### config.mk
export PLATFORM = sky130hd
export DESIGN_NAME = cache_range_seq
export DESIGN_NICKNAME = d
export VERILOG_FILES = /design/src/rtl/cache_range_seq_pkg.sv /design/src/rtl/cache_range_seq_dp.sv /design/src/rtl/cache_range_seq_ctrl.sv /design/src/rtl/cache_range_seq.sv
export SDC_FILE = /design/constraint.sdc
export NUM_CORES = 1
export LEC_CHECK = 0
export BUFFER_PORTS_ARGS = -buffer_cell sky130_fd_sc_hd__buf_2
export CAP_MARGIN = 5
export CORE_ASPECT_RATIO = 1.25
export CORE_UTILIZATION = 50
export DETAILED_ROUTE_END_ITERATION = 6
export MAX_ROUTING_LAYER = met4
export PLACE_DENSITY = 0.72
export SYNTH_ARGS = -nofsm -noshare
export SYNTH_HDL_FRONTEND = slang
export SYNTH_SLANG_ARGS = --single-unit
### constraint.sdc
create_clock -name clk -period 31.5 [get_ports clk]
set_clock_uncertainty 0.15 [all_clocks]
set_input_delay 6.3 -clock clk [delete_from_list [all_inputs] [get_ports clk]]
set_output_delay 6.3 -clock clk [all_outputs]
set_load 0.05 [all_outputs]
### src/rtl/cache_range_seq_pkg.sv
package cache_range_seq_pkg;

  typedef enum logic [1:0] {
    OP_INV   = 2'd0,
    OP_CLEAN = 2'd1,
    OP_FLUSH = 2'd2
  } cmdOp_e;

  typedef enum logic [1:0] {
    KIND_INV_RANGE   = 2'd0,
    KIND_CLEAN_RANGE = 2'd1,
    KIND_CI_LINE     = 2'd2
  } opKind_e;

  typedef enum logic [1:0] {
    SEL_HEAD  = 2'd0,
    SEL_TAIL  = 2'd1,
    SEL_RANGE = 2'd2
  } addrSel_e;

  // strobes from control to datapath
  typedef struct packed {
    logic     load;
    logic     headAdv;
    logic     tailTrim;
    logic     chunkAdv;
    addrSel_e sel;
  } ctrlStrb_t;

  // status from datapath to control
  typedef struct packed {
    logic startUnal;
    logic endUnal;
    logic haveWork;
  } dpFlags_t;

endpackage

### src/rtl/cache_range_seq_dp.sv
module cache_range_seq_dp
  import cache_range_seq_pkg::*;
#(
  parameter int ADDR_W     = 32,
  parameter int LINE_BYTES = 32,
  parameter int MAX_CHUNK  = 1024,
  parameter int PAGE_BYTES = 4096
) (
  input  logic              clk,
  input  logic              rstN,
  input  ctrlStrb_t         strb,
  input  logic [1:0]        cmdOp,
  input  logic [ADDR_W-1:0] cmdStart,
  input  logic [ADDR_W-1:0] cmdEnd,
  output dpFlags_t          flags,
  output logic [ADDR_W-1:0] mOpStart,
  output logic [ADDR_W-1:0] mOpEnd
);
  localparam int EW = ADDR_W + 1;
  localparam int LINE_SHIFT = $clog2(LINE_BYTES);
  localparam logic [EW-1:0] LMASK = EW'(LINE_BYTES - 1);
  localparam logic [EW-1:0] PMASK = EW'(PAGE_BYTES - 1);
  localparam logic [EW-1:0] CHUNK = EW'(MAX_CHUNK);
  localparam logic [EW-1:0] LINE  = EW'(LINE_BYTES);

  logic [EW-1:0] startR, endR;
  logic [EW-1:0] bySize, byPage, capLim, boundary;
  logic [EW-1:0] ldStart, ldEnd;

  // load-time alignment: only clean and flush widen to whole lines
  always_comb begin
    ldStart = {1'b0, cmdStart};
    ldEnd   = {1'b0, cmdEnd};
    if (cmdOp != OP_INV) begin
      ldStart = ldStart & ~LMASK;
      ldEnd   = (ldEnd + LMASK) & ~LMASK;
    end
  end

  // chunk boundary: min of range end, size cap and next page
  always_comb begin
    bySize   = startR + CHUNK;
    byPage   = (startR | PMASK) + 1'b1;
    capLim   = (bySize < byPage) ? bySize : byPage;
    boundary = (endR < capLim) ? endR : capLim;
  end

  always_ff @(posedge clk) begin
    if (!rstN) begin
      startR <= '0;
      endR   <= '0;
    end else begin
      if (strb.load) begin
        startR <= ldStart;
        endR   <= ldEnd;
      end
      if (strb.headAdv)  startR <= (startR | LMASK) + 1'b1;
      if (strb.tailTrim) endR   <= endR & ~LMASK;
      if (strb.chunkAdv) startR <= boundary;
    end
  end

  assign flags.startUnal = |startR[LINE_SHIFT-1:0];
  assign flags.endUnal   = |endR[LINE_SHIFT-1:0];
  assign flags.haveWork  = startR < endR;

  logic [EW-1:0] selStart, selEnd;
  always_comb begin
    unique case (strb.sel)
      SEL_HEAD: begin
        selStart = startR & ~LMASK;
        selEnd   = startR & ~LMASK;
      end
      SEL_TAIL: begin
        selStart = endR & ~LMASK;
        selEnd   = endR & ~LMASK;
      end
      default: begin
        selStart = startR;
        selEnd   = boundary - LINE;
      end
    endcase
  end
  assign mOpStart = selStart[ADDR_W-1:0];
  assign mOpEnd   = selEnd[ADDR_W-1:0];

  // an advance never moves the start backwards or past the end
  a_r2_advance_bounded: assert property (@(posedge clk) disable iff (!rstN)
    strb.chunkAdv |=> (startR > $past(startR)) && (startR <= endR));

endmodule

### src/rtl/cache_range_seq_ctrl.sv
module cache_range_seq_ctrl
  import cache_range_seq_pkg::*;
(
  input  logic       clk,
  input  logic       rstN,
  input  logic       cmdValid,
  input  logic [1:0] cmdOp,
  input  logic       wtOverride,
  input  dpFlags_t   flags,
  input  logic       mOpDone,
  output ctrlStrb_t  strb,
  output logic       cmdReady,
  output logic       mOpValid,
  output logic [1:0] mOpKind,
  output logic       busy,
  output logic       barrier
);
  typedef enum logic [3:0] {
    S_IDLE, S_PREP, S_HEAD, S_TAILCHK, S_TAIL,
    S_LOOP, S_CLEAN, S_INV, S_DONE
  } state_e;

  state_e state, nextState;
  logic [1:0] opR;
  logic wtR;

  always_ff @(posedge clk) begin
    if (!rstN) begin
      state <= S_IDLE;
      opR   <= OP_INV;
      wtR   <= 1'b0;
    end else begin
      state <= nextState;
      if (strb.load) begin
        opR <= cmdOp;
        wtR <= wtOverride;
      end
    end
  end

  always_comb begin
    nextState = state;
    strb      = '{load: 1'b0, headAdv: 1'b0, tailTrim: 1'b0,
                  chunkAdv: 1'b0, sel: SEL_RANGE};
    mOpValid  = 1'b0;
    mOpKind   = KIND_INV_RANGE;
    unique case (state)
      S_IDLE: if (cmdValid) begin
        strb.load = 1'b1;
        nextState = S_PREP;
      end
      S_PREP:
        if (opR == OP_INV) nextState = flags.startUnal ? S_HEAD : S_TAILCHK;
        else               nextState = S_LOOP;
      S_HEAD: begin
        mOpValid = 1'b1;
        mOpKind  = KIND_CI_LINE;
        strb.sel = SEL_HEAD;
        if (mOpDone) begin
          strb.headAdv = 1'b1;
          nextState    = S_TAILCHK;
        end
      end
      S_TAILCHK:
        nextState = (flags.haveWork && flags.endUnal) ? S_TAIL : S_LOOP;
      S_TAIL: begin
        mOpValid = 1'b1;
        mOpKind  = KIND_CI_LINE;
        strb.sel = SEL_TAIL;
        if (mOpDone) begin
          strb.tailTrim = 1'b1;
          nextState     = S_LOOP;
        end
      end
      S_LOOP:
        if (!flags.haveWork)   nextState = S_DONE;
        else if (opR == OP_INV) nextState = S_INV;
        else if (opR == OP_FLUSH) nextState = wtR ? S_INV : S_CLEAN;
        else                    nextState = wtR ? S_DONE : S_CLEAN;
      S_CLEAN: begin
        mOpValid = 1'b1;
        mOpKind  = KIND_CLEAN_RANGE;
        if (mOpDone) begin
          if (opR == OP_FLUSH) nextState = S_INV;
          else begin
            strb.chunkAdv = 1'b1;
            nextState     = S_LOOP;
          end
        end
      end
      S_INV: begin
        mOpValid = 1'b1;
        mOpKind  = KIND_INV_RANGE;
        if (mOpDone) begin
          strb.chunkAdv = 1'b1;
          nextState     = S_LOOP;
        end
      end
      S_DONE:  nextState = S_IDLE;
      default: nextState = S_IDLE;
    endcase
  end

  assign cmdReady = (state == S_IDLE);
  assign busy     = (state != S_IDLE);
  assign barrier  = (state == S_DONE);

  // a command only starts from an accepted handshake
  a_r10_start_on_accept: assert property (@(posedge clk) disable iff (!rstN)
    $rose(busy) |-> $past(cmdValid) && $past(cmdReady));

  // barrier is a single-cycle pulse that ends the command
  a_r9_barrier_pulse: assert property (@(posedge clk) disable iff (!rstN)
    barrier |=> !barrier && !busy);

  // a flush invalidate follows its clean on the same chunk
  a_r8_flush_order: assert property (@(posedge clk) disable iff (!rstN)
    (mOpValid && mOpKind == KIND_CLEAN_RANGE && mOpDone && opR == OP_FLUSH)
      |=> mOpValid && mOpKind == KIND_INV_RANGE);

  // override suppresses every clean-range request
  a_r7_no_clean_wt: assert property (@(posedge clk) disable iff (!rstN)
    (mOpValid && wtR) |-> mOpKind != KIND_CLEAN_RANGE);

endmodule

### src/rtl/cache_range_seq.sv
module cache_range_seq
  import cache_range_seq_pkg::*;
#(
  parameter int ADDR_W     = 32,
  parameter int LINE_BYTES = 32,
  parameter int MAX_CHUNK  = 1024,
  parameter int PAGE_BYTES = 4096
) (
  input  logic              clk,
  input  logic              rstN,
  input  logic              cmdValid,
  output logic              cmdReady,
  input  logic [1:0]        cmdOp,
  input  logic [ADDR_W-1:0] cmdStart,
  input  logic [ADDR_W-1:0] cmdEnd,
  input  logic              wtOverride,
  output logic              mOpValid,
  output logic [1:0]        mOpKind,
  output logic [ADDR_W-1:0] mOpStart,
  output logic [ADDR_W-1:0] mOpEnd,
  input  logic              mOpDone,
  output logic              busy,
  output logic              barrier
);
  localparam int PAGE_SHIFT = $clog2(PAGE_BYTES);

  ctrlStrb_t strb;
  dpFlags_t  flags;

  cache_range_seq_ctrl u_ctrl (
    .clk        (clk),
    .rstN       (rstN),
    .cmdValid   (cmdValid),
    .cmdOp      (cmdOp),
    .wtOverride (wtOverride),
    .flags      (flags),
    .mOpDone    (mOpDone),
    .strb       (strb),
    .cmdReady   (cmdReady),
    .mOpValid   (mOpValid),
    .mOpKind    (mOpKind),
    .busy       (busy),
    .barrier    (barrier)
  );

  cache_range_seq_dp #(
    .ADDR_W     (ADDR_W),
    .LINE_BYTES (LINE_BYTES),
    .MAX_CHUNK  (MAX_CHUNK),
    .PAGE_BYTES (PAGE_BYTES)
  ) u_dp (
    .clk      (clk),
    .rstN     (rstN),
    .strb     (strb),
    .cmdOp    (cmdOp),
    .cmdStart (cmdStart),
    .cmdEnd   (cmdEnd),
    .flags    (flags),
    .mOpStart (mOpStart),
    .mOpEnd   (mOpEnd)
  );

  // range request spans at most MAX_CHUNK bytes, end not below start
  a_r2_chunk_size: assert property (@(posedge clk) disable iff (!rstN)
    (mOpValid && mOpKind != KIND_CI_LINE) |->
      (mOpEnd >= mOpStart) && ({1'b0, mOpEnd - mOpStart} < (ADDR_W+1)'(MAX_CHUNK)));

  // range request stays in one page
  a_r3_same_page: assert property (@(posedge clk) disable iff (!rstN)
    mOpValid |-> (mOpStart[ADDR_W-1:PAGE_SHIFT] == mOpEnd[ADDR_W-1:PAGE_SHIFT]));

  // request held until completion
  a_r8_hold: assert property (@(posedge clk) disable iff (!rstN)
    (mOpValid && !mOpDone) |=> mOpValid && $stable(mOpStart)
                               && $stable(mOpEnd) && $stable(mOpKind));

endmodule

==> flow_summary_export.csv <==
group,metric,value,unit
worst_setup_path,required,25050,ps
die,start_util,50.9,%
logic_synthesis,synth.area.top_cells,"dfxtp_1 (16%), ha_1 (12%), nand2_1 (7.7%), o21ai_0 (6.5%), xnor2_1 (5.9%)",
layout,fin_area,10300,sq um
detailed_routing,wl_per_cell,21.7,um
worst_setup_path,end_kind,"output port",
clock_network,cts_resized,0,
clock_network,ctsHoldBuffers,0,
placed_design,io_buffers,140,
clock_network,root_buffer,"clkbuf_16",
worst_setup_path,critPathMaxStageDelay,660,ps
layout,post-route-util,57.0,%
global_routing,grt_usage,38.9,%
status,status,"complete, no violations",
placed_design,placed_cell_area,9930,sq um
logic_synthesis,synth_cells,1298,
clock_network,cts_inserted_buffers,9,
global_routing,grt_first_pass_wirelength,55000,um
sta,worst_pin_slew,1180,ps
die,core.rowCount,55,
global_routing,gr-total-overflow,0,
logic_synthesis,syn-num-nets,1456,
detailed_routing,dr.pass1.iters,5,
logic_synthesis,ys_warn_count,0,
detailed_routing,drt_iter0_markers,998,
die,die_x,123,um
detailed_routing,vias,10303,
detailed_routing,ant_nets,0,
worst_setup_path,critical_path.top_delay_family,"simple AND/OR/NAND/NOR gates",
logic_synthesis,yosysMostFrequentCell,"nand2_1",
layout,syn2layout_area_growth,12.0,%
die,die_h,153,um
clock_network,clkSlewWorstSetupHoldPaths,60,ps
sta,setup_violations,0,
logic_synthesis,syn_area,9180,sq um
hold_path,min_path_type,"reg -> reg",
logic_synthesis,synth.avg_cell_area,7.07,sq um
die,pin_count,141,
worst_setup_path,arrival,10180,ps
sta,hold_violations,0,
logic_synthesis,synth_top_area_share,15.9,%
clock_network,cts_tree,"done",
logic_synthesis,synth_cell_types,73,
sta,setup-tns-final,0,ps
global_routing,grt_max_degree,71,
sta,holdWs,346,ps
clock_network,clk_latency,360,ps
detailed_routing,drc,0,
layout,fin_nets,1529,
logic_synthesis,ys_seq_area_share,15.9,%
detailed_routing,wl,34800,um
sta,max_freq,60.1,MHz
logic_synthesis,synthTopCellsByCount,"nand2_1 (187), o21ai_0 (120), ha_1 (87)",
sta,rsz0062_at_grt,"false",
layout,multiInputGateArea,7140,sq um
clock_network,htreeDepth,3,
worst_setup_path,cp-start-kind,"flop",
flow_run,max_cap_violations,0,
placed_design,globalplace.congestion,1.01,
layout,diodes,0,
logic_synthesis,synth_top_area_cell,"dfxtp_1",
sta,period_needed,16630,ps
global_routing,antenna_found_initial,0,
die,core_area,18000,sq um
worst_setup_path,cp_max_fo,27,
layout,drive_above_1_share,14.7,%
clock_network,cts.sinks,73,
worst_setup_path,critPathMostFrequentCell,"ha_1",
placed_design,hpwl,25400,um
sta,final_max_slew_viol_count,0,
worst_setup_path,slowest_stage,"dfxtp_1",
die,die_area,18900,sq um
worst_setup_path,crit_type,"reg -> out",
sta,layout_worst_path_cycle_share,52.8,%
sta,slew_headroom,21.0,%
clock_network,post_cts_buffers,0,
logic_synthesis,ys_ff_latch,73,
layout,seq_area,1460,sq um
clock_network,cts_max_path_buffers,2,
logic_synthesis,synth_edf_count,0,
global_routing,grt_pass1_vias,10052,
detailed_routing,vias_per_cell,6.42,
logic_synthesis,ys_async_sr_fraction,0,%
worst_setup_path,path_buf_inv,3,
layout,fillers,1831,
logic_synthesis,synth_ff_type,"dfxtp_1",
-- kinds of logic (layout without fill, tap and decap cells) --
family / count (synthesis) / in the layout / share of synthesized area, %
simple gates: 463 / 463 / 24.1
compound gates: 395 / 395 / 29.2
buf+inv: 155 / 233 / 6.67
xor+xnor: 108 / 108 / 10.3
fa+ha+maj: 87 / 87 / 11.9
flops: 73 / 73 / 15.9
mux: 17 / 17 / 1.95
-- per-stage QoR --
step / std cells / setup WS (ps)
final: 1604 / 14870
after global routing: 1604 / 14170
after CTS: 1604 / 15040
after detailed placement: 1588 / 15460
after global placement: 1588 / 15720
after floorplan: 1298 / 16170
-- registers in the layout (all words and copies together), names as in the netlist --
register,cells
u_dp.startR,33
u_ctrl.opR,2
u_ctrl.wtR,1
u_ctrl.state,4
u_dp.endR,33
-- cells in the final DEF, fill, tap and decap left out, drive strengths merged, types with 30 or more instances in the layout --
cell	netlist	layout
o21ai	121	121
nand4	30	30
xnor2	62	62
nand2	187	187
nor2	72	72
ha	87	87
inv	62	63
o211a	43	43
nand3	58	58
dfxtp	73	73
buf	27	155
xor2	46	46
a21oi	86	86
-- path summary, 6_finish.rpt --
path,start,slack (ps),cells after the start,to
worst min register to register,u_dp.endR[4],350,2,u_dp.endR[4]
worst max-delay path,u_dp.startR[12],14870,33,mOpEnd[25]
worst max register to register,u_dp.startR[12],23070,29,u_dp.startR[15]
worst min-delay path,u_dp.endR[4],350,2,u_dp.endR[4]
-- cell type report --
class	instances	area share, %
Timing Repair Buffer	155	7.91
Inverter	62	2.26
Multi-Input combinational cell	1070	69.5
Tap cell	228	2.78
Clock inverter	6	1.12
Clock buffer	10	2.23
Sequential cell	73	14.2
-- layer usage --
layer | vias to the layer above | global-route usage, % | share of wire, %
li1 | 4851 | - | -
met5 | - | - | 0
met2 | 536 | 60.5 | 46
met3 | 130 | 7.20 | 9.2
met4 | 0 | 23.0 | 5.7
met1 | 4786 | 46.2 | 39
-- tightest hold or removal path, delay by kind of cell (launching register included) --
| family | cells | cell delay (ps) |
|---|---|---|
| and+or+nand+nor | 1 | 60 |
| DFF | 1 | 340 |
| AOI/OAI and AO/OA | 1 | 50 |
Power is not shown: default switching activity piles up to over one toggle a cycle in this logic, so the estimate is an artifact.
